==> src/rtl/regadd_pkg.sv <==
package regadd_pkg;

    typedef enum logic [3:0] {
        ST_IDLE,
        ST_FETCH,
        ST_DECODE,
        ST_RD_A,
        ST_SETUP,
        ST_RD_B,
        ST_ADD,
        ST_WR_A,
        ST_FIN
    } seq_state_e;

    function automatic logic is_mem_cycle(input seq_state_e s);
        return (s == ST_FETCH) || (s == ST_RD_A) || (s == ST_RD_B) || (s == ST_WR_A);
    endfunction

    function automatic logic is_int_cycle(input seq_state_e s);
        return (s == ST_DECODE) || (s == ST_SETUP) || (s == ST_ADD);
    endfunction

endpackage

==> src/rtl/regadd_fsm.sv <==
module regadd_fsm
    import regadd_pkg::*;
(
    input  logic       clk,
    input  logic       rst_n,
    input  logic       start,
    input  logic       opcode_ok,
    output seq_state_e state,
    output logic       ph_second,
    output logic       busy,
    output logic       done
);

    seq_state_e state_q, state_d;
    logic       ph_q, ph_d;

    // state register
    always_ff @(posedge clk) begin
        if (!rst_n) begin
            state_q <= ST_IDLE;
            ph_q    <= 1'b0;
        end else begin
            state_q <= state_d;
            ph_q    <= ph_d;
        end
    end

    // next state: every machine-cycle state lasts two clocks
    always_comb begin
        state_d = state_q;
        ph_d    = 1'b0;
        unique case (state_q)
            ST_IDLE:   if (start) state_d = ST_FETCH;
            ST_FETCH:  begin ph_d = !ph_q; if (ph_q) state_d = ST_DECODE; end
            ST_DECODE: begin
                ph_d = !ph_q;
                if (ph_q) state_d = opcode_ok ? ST_RD_A : ST_FIN;
            end
            ST_RD_A:   begin ph_d = !ph_q; if (ph_q) state_d = ST_SETUP; end
            ST_SETUP:  begin ph_d = !ph_q; if (ph_q) state_d = ST_RD_B; end
            ST_RD_B:   begin ph_d = !ph_q; if (ph_q) state_d = ST_ADD; end
            ST_ADD:    begin ph_d = !ph_q; if (ph_q) state_d = ST_WR_A; end
            ST_WR_A:   begin ph_d = !ph_q; if (ph_q) state_d = ST_FIN; end
            ST_FIN:    state_d = ST_IDLE;
        endcase
    end

    // outputs
    always_comb begin
        state     = state_q;
        ph_second = ph_q;
        busy      = (state_q != ST_IDLE);
        done      = (state_q == ST_FIN);
    end

    // each machine cycle spans two clocks
    a_r5_two_clock_cycle: assert property (@(posedge clk) disable iff (!rst_n)
        (busy && !done && !ph_q) |=> (state_q == $past(state_q)) && ph_q);

    // done is a single-clock pulse
    a_r5_done_single: assert property (@(posedge clk) disable iff (!rst_n)
        done |=> !done);

    // memory cycle is followed by an internal cycle (write-back ends the run)
    a_r6_mem_then_internal: assert property (@(posedge clk) disable iff (!rst_n)
        (ph_q && is_mem_cycle(state_q) && state_q != ST_WR_A) |=> is_int_cycle(state_q));

    // internal cycle is followed by a memory cycle or the finish
    a_r6_internal_then_mem: assert property (@(posedge clk) disable iff (!rst_n)
        (ph_q && is_int_cycle(state_q)) |=> (is_mem_cycle(state_q) || state_q == ST_FIN));

    // start has no effect once running
    a_r10_fin_to_idle: assert property (@(posedge clk) disable iff (!rst_n)
        done |=> (state_q == ST_IDLE));

    a_r10_no_refetch: assert property (@(posedge clk) disable iff (!rst_n)
        (busy && start) |=> (state_q != ST_FETCH || $past(state_q) == ST_FETCH));

endmodule

==> src/rtl/regadd_datapath.sv <==
module regadd_datapath
    import regadd_pkg::*;
#(
    parameter int                  DATA_W     = 16,
    parameter int                  ADDR_W     = 16,
    parameter int                  IDX_W      = 4,
    parameter int                  OPC_W      = 8,
    parameter logic [OPC_W-1:0]    ADD_OPCODE = 8'hA0,
    parameter logic [ADDR_W-1:0]   RESET_VEC  = '0
) (
    input  logic              clk,
    input  logic              rst_n,
    input  seq_state_e        state,
    input  logic              ph_second,
    input  logic [DATA_W-1:0] mem_rdata,
    output logic [ADDR_W-1:0] pc,
    output logic [IDX_W-1:0]  dst_idx,
    output logic [IDX_W-1:0]  src_idx,
    output logic [DATA_W-1:0] sum,
    output logic              opcode_ok,
    output logic              carry,
    output logic              illegal
);

    localparam logic [ADDR_W-1:0] PC_STEP = ADDR_W'(DATA_W / 8);

    logic [ADDR_W-1:0] pc_q;
    logic [DATA_W-1:0] ir_q, opa_q, opb_q, sum_q;
    logic              cout_q, carry_q, illegal_q;
    logic [DATA_W-1:0] add_sum;
    logic              add_cout;

    assign {add_cout, add_sum} = {1'b0, opa_q} + {1'b0, opb_q};

    // instruction fields
    assign opcode_ok = (ir_q[DATA_W-1 -: OPC_W] == ADD_OPCODE);
    assign dst_idx   = ir_q[2*IDX_W-1 -: IDX_W];
    assign src_idx   = ir_q[IDX_W-1:0];

    // all captures happen on the edge that ends a machine cycle
    always_ff @(posedge clk) begin
        if (!rst_n) begin
            pc_q      <= RESET_VEC;
            ir_q      <= '0;
            opa_q     <= '0;
            opb_q     <= '0;
            sum_q     <= '0;
            cout_q    <= 1'b0;
            carry_q   <= 1'b0;
            illegal_q <= 1'b0;
        end else if (ph_second) begin
            unique case (state)
                ST_FETCH: begin
                    ir_q <= mem_rdata;
                    pc_q <= pc_q + PC_STEP;
                end
                ST_DECODE: if (!opcode_ok) illegal_q <= 1'b1;
                ST_RD_A:   opa_q <= mem_rdata;
                ST_RD_B:   opb_q <= mem_rdata;
                ST_ADD: begin
                    sum_q  <= add_sum;
                    cout_q <= add_cout;
                end
                ST_WR_A: begin
                    carry_q   <= cout_q;
                    illegal_q <= 1'b0;
                end
                default: ;
            endcase
        end
    end

    assign pc      = pc_q;
    assign sum     = sum_q;
    assign carry   = carry_q;
    assign illegal = illegal_q;

    // program counter steps by one word per fetch
    a_r2_pc_step: assert property (@(posedge clk) disable iff (!rst_n)
        (state == ST_FETCH && ph_second) |=> (pc_q == $past(pc_q) + PC_STEP));

    a_r2_pc_hold: assert property (@(posedge clk) disable iff (!rst_n)
        !(state == ST_FETCH && ph_second) |=> $stable(pc_q));

    // carry only moves when a write-back finishes
    a_r8_carry_hold: assert property (@(posedge clk) disable iff (!rst_n)
        !(state == ST_WR_A && ph_second) |=> $stable(carry_q));

endmodule

==> src/rtl/regadd_memif.sv <==
module regadd_memif
    import regadd_pkg::*;
#(
    parameter int                DATA_W   = 16,
    parameter int                ADDR_W   = 16,
    parameter int                IDX_W    = 4,
    parameter logic [ADDR_W-1:0] REG_BASE = 16'h0080
) (
    input  logic              clk,
    input  logic              rst_n,
    input  seq_state_e        state,
    input  logic              ph_second,
    input  logic [ADDR_W-1:0] pc,
    input  logic [IDX_W-1:0]  dst_idx,
    input  logic [IDX_W-1:0]  src_idx,
    input  logic [DATA_W-1:0] sum,
    output logic [ADDR_W-1:0] mem_addr,
    output logic [DATA_W-1:0] mem_wdata,
    output logic              mem_rd,
    output logic              mem_wr
);

    localparam int N_PORTS = 2;

    logic [IDX_W-1:0]  idx_sel  [N_PORTS];
    logic [ADDR_W-1:0] reg_addr [N_PORTS];

    assign idx_sel[0] = dst_idx;
    assign idx_sel[1] = src_idx;

    // one word-address generator per operand
    for (genvar g = 0; g < N_PORTS; g++) begin : g_regaddr
        assign reg_addr[g] = REG_BASE + (ADDR_W'(idx_sel[g]) << 1);
    end

    always_comb begin
        mem_addr  = '0;
        mem_wdata = '0;
        mem_rd    = 1'b0;
        mem_wr    = 1'b0;
        unique case (state)
            ST_FETCH: begin mem_addr = pc;          mem_rd = 1'b1; end
            ST_RD_A:  begin mem_addr = reg_addr[0]; mem_rd = 1'b1; end
            ST_RD_B:  begin mem_addr = reg_addr[1]; mem_rd = 1'b1; end
            ST_WR_A: begin
                mem_addr  = reg_addr[0];
                mem_wdata = sum;
                mem_wr    = ph_second;
            end
            default: ;
        endcase
    end

    // read and write never together
    a_r7_rd_wr_exclusive: assert property (@(posedge clk) disable iff (!rst_n)
        !(mem_rd && mem_wr));

    // write strobe lasts one clock
    a_r7_wr_one_clock: assert property (@(posedge clk) disable iff (!rst_n)
        mem_wr |=> !mem_wr);

    // write address and data were already set up in the first clock
    a_r7_wr_setup: assert property (@(posedge clk) disable iff (!rst_n)
        mem_wr |-> ($stable(mem_addr) && $stable(mem_wdata)));

    // read address held through both clocks
    a_r6_rd_addr_held: assert property (@(posedge clk) disable iff (!rst_n)
        (mem_rd && !ph_second) |=> (mem_rd && $stable(mem_addr)));

endmodule

==> src/rtl/memreg_add_seq.sv <==
module memreg_add_seq
    import regadd_pkg::*;
#(
    parameter int                DATA_W     = 16,
    parameter int                ADDR_W     = 16,
    parameter int                IDX_W      = 4,
    parameter int                OPC_W      = 8,
    parameter logic [OPC_W-1:0]  ADD_OPCODE = 8'hA0,
    parameter logic [ADDR_W-1:0] RESET_VEC  = 16'h0000,
    parameter logic [ADDR_W-1:0] REG_BASE   = 16'h0080
) (
    input  logic              clk,
    input  logic              rst_n,
    input  logic              start,
    output logic              busy,
    output logic              done,
    output logic              illegal,
    output logic              carry,
    output logic [ADDR_W-1:0] mem_addr,
    output logic [DATA_W-1:0] mem_wdata,
    input  logic [DATA_W-1:0] mem_rdata,
    output logic              mem_rd,
    output logic              mem_wr
);

    seq_state_e        state;
    logic              ph_second;
    logic              opcode_ok;
    logic [ADDR_W-1:0] pc;
    logic [IDX_W-1:0]  dst_idx, src_idx;
    logic [DATA_W-1:0] sum;

    regadd_fsm u_fsm (
        .clk       (clk),
        .rst_n     (rst_n),
        .start     (start),
        .opcode_ok (opcode_ok),
        .state     (state),
        .ph_second (ph_second),
        .busy      (busy),
        .done      (done)
    );

    regadd_datapath #(
        .DATA_W     (DATA_W),
        .ADDR_W     (ADDR_W),
        .IDX_W      (IDX_W),
        .OPC_W      (OPC_W),
        .ADD_OPCODE (ADD_OPCODE),
        .RESET_VEC  (RESET_VEC)
    ) u_dp (
        .clk       (clk),
        .rst_n     (rst_n),
        .state     (state),
        .ph_second (ph_second),
        .mem_rdata (mem_rdata),
        .pc        (pc),
        .dst_idx   (dst_idx),
        .src_idx   (src_idx),
        .sum       (sum),
        .opcode_ok (opcode_ok),
        .carry     (carry),
        .illegal   (illegal)
    );

    regadd_memif #(
        .DATA_W   (DATA_W),
        .ADDR_W   (ADDR_W),
        .IDX_W    (IDX_W),
        .REG_BASE (REG_BASE)
    ) u_mem (
        .clk       (clk),
        .rst_n     (rst_n),
        .state     (state),
        .ph_second (ph_second),
        .pc        (pc),
        .dst_idx   (dst_idx),
        .src_idx   (src_idx),
        .sum       (sum),
        .mem_addr  (mem_addr),
        .mem_wdata (mem_wdata),
        .mem_rd    (mem_rd),
        .mem_wr    (mem_wr)
    );

    // an unknown opcode finishes without any operand traffic
    a_r9_no_operand_traffic: assert property (@(posedge clk) disable iff (!rst_n)
        (done && illegal) |-> (!$past(mem_rd) && !$past(mem_wr)));

endmodule

==> config.mk <==
export PLATFORM = sky130hd
export DESIGN_NAME = memreg_add_seq
export DESIGN_NICKNAME = d
export VERILOG_FILES = /design/src/rtl/regadd_pkg.sv /design/src/rtl/regadd_fsm.sv /design/src/rtl/regadd_datapath.sv /design/src/rtl/regadd_memif.sv /design/src/rtl/memreg_add_seq.sv
export SDC_FILE = /design/constraint.sdc
export NUM_CORES = 1
export LEC_CHECK = 0
export BUFFER_PORTS_ARGS = -buffer_cell sky130_fd_sc_hd__buf_2
export CORE_MARGIN = 2
export CORE_UTILIZATION = 45
export CTS_CLUSTER_DIAMETER = 100
export CTS_CLUSTER_SIZE = 24
export DETAILED_ROUTE_END_ITERATION = 16
export PLACE_DENSITY = 0.76
export SYNTH_ARGS = -nofsm -noshare
export SYNTH_HDL_FRONTEND = slang
export SYNTH_SLANG_ARGS = --single-unit
==> constraint.sdc <==
create_clock -name clk -period 2.35 [get_ports clk]
set_input_delay 0.235 -clock clk [delete_from_list [all_inputs] [get_ports clk]]
set_output_delay 0.235 -clock clk [all_outputs]
set_load 0.01 [all_outputs]
* Yosys cells after proc, flatten, opt, wreduce, memory -nomap -nowiden
Index checks and enable logic that the tools add are counted.
** Cells by class
- Add/subtract/negate cells :: 4
- Equality and inequality tests :: 18
- Mux-type cells :: 16
- Reductions and logical operators :: 15
** Operators with widths (number)
- case mux 16 bit (3 select lines) :: 1
- 2-to-1 mux 4 bit :: 9
- case mux 4 bit (9 select lines) :: 1
- adder 8 x 5 -> 9 bit, first input constant :: 2
- adder 16 x 16 -> 17 bit :: 1
- adder 16 x 2 -> 16 bit, second input constant :: 1
- == test 4 x 3 -> 1 bit, second input constant :: 4
- 2-to-1 mux 16 bit :: 1
- inequality test 2 bit, second input constant :: 8
- AND reduction 2 bit :: 6
- == test 4 x 2 -> 1 bit, second input constant :: 2
- == test 8 bit, second input constant :: 1
- AND reduction 8 bit :: 1
- OR reduction 7 bit :: 1
- == test 4 x 1 -> 1 bit, second input constant :: 1
- == test 4 bit, second input constant :: 1
- logical NOT 4 bit :: 1
- nonzero test 4 bit :: 1
- 2-to-1 mux 1 bit :: 3
- AND reduction 3 bit :: 1
- OR reduction 3 bit :: 1
- inequality test 2 x 1 -> 1 bit, second input constant :: 1
- case mux 1 bit (2 select lines) :: 1
- nonzero test 2 bit :: 1
- other kinds (2) :: 2
** Word-level totals
- Register bits :: 88
- Output and inout bits :: 38

* Longest topological paths before layout
Gate-level depths: netlist of run 1.
- Depth after elaboration :: 4
- Depth in mapped cells :: 9
- Depth with buffers taken out :: 9

* Hierarchy
Synthesis of run 1 repeated with hierarchy kept, for this count alone.
** Second synthesis, totals
- Cell total of the unflattened synthesis :: 573
- Area total of the unflattened synthesis :: 4521.8 sq um
** Modules (own cells, without submodules)
- regadd_datapath :: instances 1, cells each 490, area each 3868.7 sq um, sequential area each 1641.6 sq um
- regadd_memif :: instances 1, cells each 51, area each 376.6 sq um, sequential area each 0.0 sq um
- regadd_fsm :: instances 1, cells each 32, area each 276.5 sq um, sequential area each 100.1 sq um

* Worst setup path after synthesis of run 1
Ideal clock, no wire load.
- Path kind :: register to register
- Start :: register u_dp.opb_q[0]
- End :: register u_dp.sum_q[14], in the netlist u_dp.sum[14]
- Data arrival time :: 1.918 ns
- Data required time :: 2.226 ns
- Path slack :: 0.308 ns
- Cell stages (with the launch flop) :: 10
- Path buffers :: 0
- Clock period less this slack :: 2.042 ns
- Cell sequence :: dfxtp_1 > ha_1 > inv_1 > fa_1 > nand2b_1 > a21oi_1 > o22ai_1 > o311ai_0 > xnor2_1 > o21ai_0
** On the way
- Longest elaborated chain between the ends :: 1
** RTL lines
- start: declaration :: RTL line regadd_datapath.sv:28 : logic [DATA_W-1:0] ir_q, opa_q, opb_q, sum_q;
- start signal: assignment :: RTL line regadd_datapath.sv:59 : ST_RD_B: opb_q <= mem_rdata;
- adder 16 x 16 -> 17 bit :: RTL line regadd_datapath.sv:33 : assign {add_cout, add_sum} = {1'b0, opa_q} + {1'b0, opb_q};
- end signal: assignment :: RTL line regadd_datapath.sv:61 : sum_q <= add_sum;
- end: declaration :: RTL line regadd_datapath.sv:28
No other way between the ends.
A chain may end at the register's enable or synchronous reset.

* Final worst setup path of run 1
Ends and elaborated chain as after synthesis.

==> results of run 1 <==
[metrics by stage]
| stage | hold slack (ns) | instance area [sq um] | cells | util | setup slack [ns] |
|---|---|---|---|---|---|
| floorplan | 0.371 | 4340 | 564 | - | 0.308 |
| global placement | 0.439 | 4760 | 733 | 0.513 | 0.166 |
| CTS | 0.117 | 4970 | 749 | 0.535 | 0.0597 |
| detailed placement | 0.443 | 4760 | 733 | 0.513 | 0.0996 |
| global route | 0.136 | 4980 | 749 | 0.536 | 0.000582 |
| finish | 0.124 | 4980 | 749 | 0.536 | 0.177 |
[logic make-up after synthesis]
group	after synthesis	synth area share
AND/OR/NAND/NOR	270	0.291
AO/OA/AOI/OAI	122	0.157
flip-flops	87	0.401
buffers and inverters	39	0.0395
XOR/XNOR	23	0.0464
adder cells (fa/ha/maj)	18	0.0536
multiplexers	4	0.00952
other	1	0.000864
[critical path, stage by stage (launching register included)]
cell and delay, ns:
dfxtp_1 0.35, ha_1 0.17, inv_1 0.06, fa_1 0.37
nand2b_1 0.20, a21oi_1 0.22, o22ai_1 0.19, o311ai_2 0.28
xnor2_1 0.15, o21ai_0 0.08
[power by group through the flow]
| stage | Sequential, mW | Combinational, mW | Clock [mW] |
|---|---|---|---|
| after floorplan | 1.53 | 0.0961 | 0 |
| after global placement | 1.53 | 0.153 | 0 |
| final | 1.50 | 0.156 | 1.09 |
| after CTS | 1.50 | 0.157 | 1.11 |
| after global routing | 1.50 | 0.174 | 1.17 |
| after detailed placement | 1.53 | 0.156 | 0 |
[per-layer routing]
metal / GRT usage / share of wire
met3: 0.0253 / 0.049
met2: 0.321 / 0.47
met1: 0.276 / 0.46
met4: 0.0862 / 0.019
met5: 0 / 0
[final cells by class]
class	instances	area, sq um	share of cell area
tap	129	161	0.0324
timing repair buffer	69	393	0.0789
clock buffer	11	151	0.0304
multi-input combinational	438	2440	0.489
clock inverter	5	56.3	0.0113
sequential	87	1740	0.350
inverter	10	37.5	0.00754
[sequential cells by signal, summed over array words and instances (netlist names)]
name             flops
u_dp.carry           1
u_dp.cout_q          1
u_dp.illegal         1
u_dp.ir_q           16
u_dp.opa_q          16
u_dp.opb_q          16
u_dp.pc             15
u_dp.sum            16
u_fsm.ph_second      1
u_fsm.state          4
[worst paths after layout]
kind                                                    end  slack [ns]  cells past startpoint
worst max register to register    u_dp.sum[14]$_SDFFE_PN0P_        0.18                      9
worst min register to register     u_dp.sum[3]$_SDFFE_PN0P_        0.45                      2
worst min-delay path            u_dp.opb_q[12]$_SDFFE_PN0P_        0.12                      3
worst max-delay path              u_dp.sum[14]$_SDFFE_PN0P_        0.18                      9
[layout by cell type (no fill, tap or decap), types with 4 or more instances in the layout]
cell	n
xnor2_1	11
nor3_1	7
ha_1	17
inv_1	9
nand2_1	147
and2_1	34
buf_4	13
nand3_1	17
or3_1	4
clkbuf_8	11
nor2_1	30
a21o_1	4
a21oi_1	78
nand4_1	9
a22oi_1	4
buf_2	55
dfxtp_1	86
o21ai_0	17
nand2b_1	4
xor2_1	12
==> run metrics, run 1 <==
status=finished clean; largest net degree at the start of global routing=65; die width=102 microns; # rows=35; f_max=460 MHz; number of port buffers=55; post_cts resized=0; vias in the first global route=3,553; worst-path fanout max=3; initial antenna violation count=0; critical path class=flip-flop to flip-flop; Reg power frac=0.546; layout cells sized above 1=0.156; combinational power share=0.057; Post-synth EDFFs=0; Yosys top cell area share=0.401; crit end category=flip-flop; switching share of power=0.238; fin. max-slew vios=0; Hold Vio Cnt, Final=0; WL/cell=13.3 microns; postcts setup bufs=0; full die area=10,400 sq um; clk buf depth=2; wirelength, routed=10.0 mm; Synth Area per Inst=7.69 sq um; synth top area cells=dfxtp_1, nand2_1, a21oi_1, and2_1, ha_1; area grow syn2layout=14.8%; max cap viols=0; ant diodes=0; IO Count=57; Die Y=102 microns; register area share after synthesis=0.401; htree depth=3; P_leak=2.02 nW; CP Data Required Time=2.60 ns; Rel. slew slack=0.609; Yosys top cell by area=dfxtp_1; CTS Buf Count=9; Initial Util=0.467; clk_lat worst skew=0.37 ns; CP startpoint kind=flip-flop; Synth Cell Area=4340 sq um; Clk pwr share=0.397; r2r startpoint=u_dp.opb_q[0]$_SDFFE_PN0P_; Iteration-0 DRC Markers=236; #FFs+latches synth=87; DP HPWL=7.33 mm; Vias=3,964; final-report setup violation count=0; Vias/cell=5.29; TNS Setup=0 ns; Post-synth top cells=nand2_1, dfxtp_1, a21oi_1, and2_1, nor2_1; Internal=2.09 mW; Sink Count=87; critical hold path startpoint=mem_rdata[12]; Cell variety after synth=54; Worst Path Arrival=2.43 ns; maximum vdd drop=291 uV; gpl congestion=0.838; TritonRoute pass-1 iters=5; area of the core=9280 sq um; CTS clk-pin slew, worst paths=0.09 ns; Worst Tran Pin Value=0.587 ns; clk root buf=clkbuf_8; Post-Synthesis Cells=564; RSZ-0062 raised after global routing=true; final worst path period need=2.17 ns; Hold Buf Count CTS=0; P_sw=652 uW; # fillers=913; Tot Pwr=2.74 mW; Final ANT Viol Nets=0; total gr overflow=0; period utilization=0.925; Post-synth ARST share=0; Critical Path Start=u_dp.opb_q[0]$_SDFFE_PN0P_; number of synthesis warnings=0; Pwr per Cell Area=551 nW/um^2; Hold Crit Class=primary input to flip-flop; Total GRT Usage=0.202; Final Skew=0.0104 ns; top_reg_cell synth=dfxtp_1; Mapped Nets=601; count leader, synth=nand2_1; TritonCTS clock tree=done; first-pass GRT wire length=16.8 mm; DR DRC count=0; Nets=652
Note: power is estimated with default switching activity, not from simulation.
==> run 2: changes to the inputs <==
- REMOVE_ABC_BUFFERS: not set -> 1
==> run 2 against run 1 <==
Compared with the run above: utilization decreased by 0.32 points; fmax fell by 2.6%; clock skew about the same; first-iteration DRC count fell by 18%; critical path type unchanged; largest cell class unchanged; highest routed layer unchanged.
==> run metrics, run 2 (synthesized netlist as in run 1, its figures left out) <==
status=finished clean; crit-path leading delay family=compound AO/OA/AOI/OAI gates; P_leak=2.02 nW; Iteration-0 DRC Markers=194; Hold Crit Class=primary input to flip-flop; RSZ-0062 raised after global routing=false; CP Data Required Time=2.59 ns; clk buf depth=2; critical path class=flip-flop to flip-flop; period utilization=0.949; worst-path fanout max=3; DR DRC count=0; Nets=653; Critical Path Start=u_dp.opb_q[0]$_SDFFE_PN0P_; CP startpoint kind=flip-flop; Worst path slowest cell=fa_1; maximum vdd drop=256 uV; full die area=10,400 sq um; TNS Setup=0 ns; layout cells sized above 1=0.158; commonest non-fill, non-tap cell in the layout=nand2_1; Sink Count=87; Worst Path Arrival=2.47 ns; area of the core=9280 sq um; commonest non-fill, non-tap cells in the layout=nand2_1, dfxtp_1, a21oi_1; hold depth=3; Final ANT Viol Nets=0; total gr overflow=0; f_max=448 MHz; final worst path period need=2.23 ns; fin. max-slew vios=0; htree depth=3; max cap viols=0; Crit path depth=9; postcts setup bufs=0; TritonCTS clock tree=done; Final Skew=0.0108 ns; critical hold path startpoint=mem_rdata[0]; IO Count=57; DP HPWL=7.41 mm; Rel. slew slack=0.586; Pwr per Cell Area=531 nW/um^2; wirelength, routed=10.1 mm; Total GRT Usage=0.199; # rows=35; r2r startpoint=u_dp.opb_q[0]$_SDFFE_PN0P_; Placed Area=4750 sq um; clk_lat worst skew=0.36 ns; Worst Tran Pin Value=0.621 ns; clk root buf=clkbuf_8; number of port buffers=55; Critical path buffers and inverters=1; Initial Util=0.467; setup ws final=0.119 ns; WL/cell=13.4 microns; ant diodes=0; largest net degree at the start of global routing=44; cell area after layout=4950 sq um; Hold Vio Cnt, Final=0; crit end category=flip-flop; CTS Buf Count=9; final-report setup violation count=0; Vias=3,934; Die Y=102 microns; first-pass GRT wire length=16.9 mm; CP cell instances=ha_1, inv_1, fa_1, nand2b_1, a21oi_2, o22ai_2, o311ai_1, xnor2_1, o21ai_0; CTS clk-pin slew, worst paths=0.09 ns; gpl congestion=0.813; initial antenna violation count=0; Place WS=0.0684 ns; die width=102 microns; Vias/cell=5.25; worst-case reg-to-reg path depth=9; vias in the first global route=3,745; TritonRoute pass-1 iters=4; Largest stage delay, worst path=0.39 ns; area grow syn2layout=14.1%
run 2: cell types whose count changed in the layout (fill, tap and decap cells not counted), sizes merged:
cell | previous run | this run
buf | 69 | 70
bufinv | 1 | 0
clkinv | 3 | 2
clkinvlp | 1 | 3
run 2: path summary, 6_finish.rpt:
kind,to,slack (ns)
worst min-delay path,u_dp.opb_q[0]$_SDFFE_PN0P_,0.13
worst max-delay path,u_dp.sum[14]$_SDFFE_PN0P_,0.12
worst max register to register,u_dp.sum[14]$_SDFFE_PN0P_,0.12
worst min register to register,u_dp.sum[3]$_SDFFE_PN0P_,0.46
run 2: what timing repair did:
action	CTS	global route
hold buffers	0	0
endpoints found under the setup margin	0	6
gates resized for setup	0	5
run 2: per-stage QoR:
stage               instances  utilization  hold WS (ns)  total power [mW]
finish                    750        0.533         0.134              2.63
global placement          734        0.512         0.438              1.68
CTS                       750        0.532         0.127              2.64
detailed placement        734        0.512         0.447              1.69
global route              750        0.533         0.142              2.72
floorplan                 535            -         0.351              1.61
run 2: cell type report:
cell class              count  area (sq um)
clock buffers              11           151
clock inverters             5          32.5
fillers                   940          4340
inverters                  10          37.5
multi-input cells         438          2430
flip-flops and latches     87          1740
well taps                 129           161
repair buffers             70           388
run 2: tightest hold or removal path, cell delays in order:
cell	delay, ns
buf_2	0.12
nand2_1	0.05
a21oi_1	0.05
run 2: per-layer routing:
metal,vias up,part of all wire,wire length [microns],global-route usage
li1,2012,-,-,-
met4,0,0.018,177,0.0821
met3,15,0.039,397,0.0267
met1,1831,0.45,4570,0.248
met2,76,0.49,4930,0.345
met5,-,0,0,0
run 2: power breakdown:
| part | switching, mW | internal (mW) | total, mW | leakage, nW |
|---|---|---|---|---|
| Sequential | 0.0133 | 1.49 | 1.50 | 0.702 |
| Combinational | 0.0978 | 0.0562 | 0.154 | 1.23 |
| Clock | 0.535 | 0.438 | 0.973 | 0.0873 |
| Total | 0.646 | 1.98 | 2.63 | 2.02 |
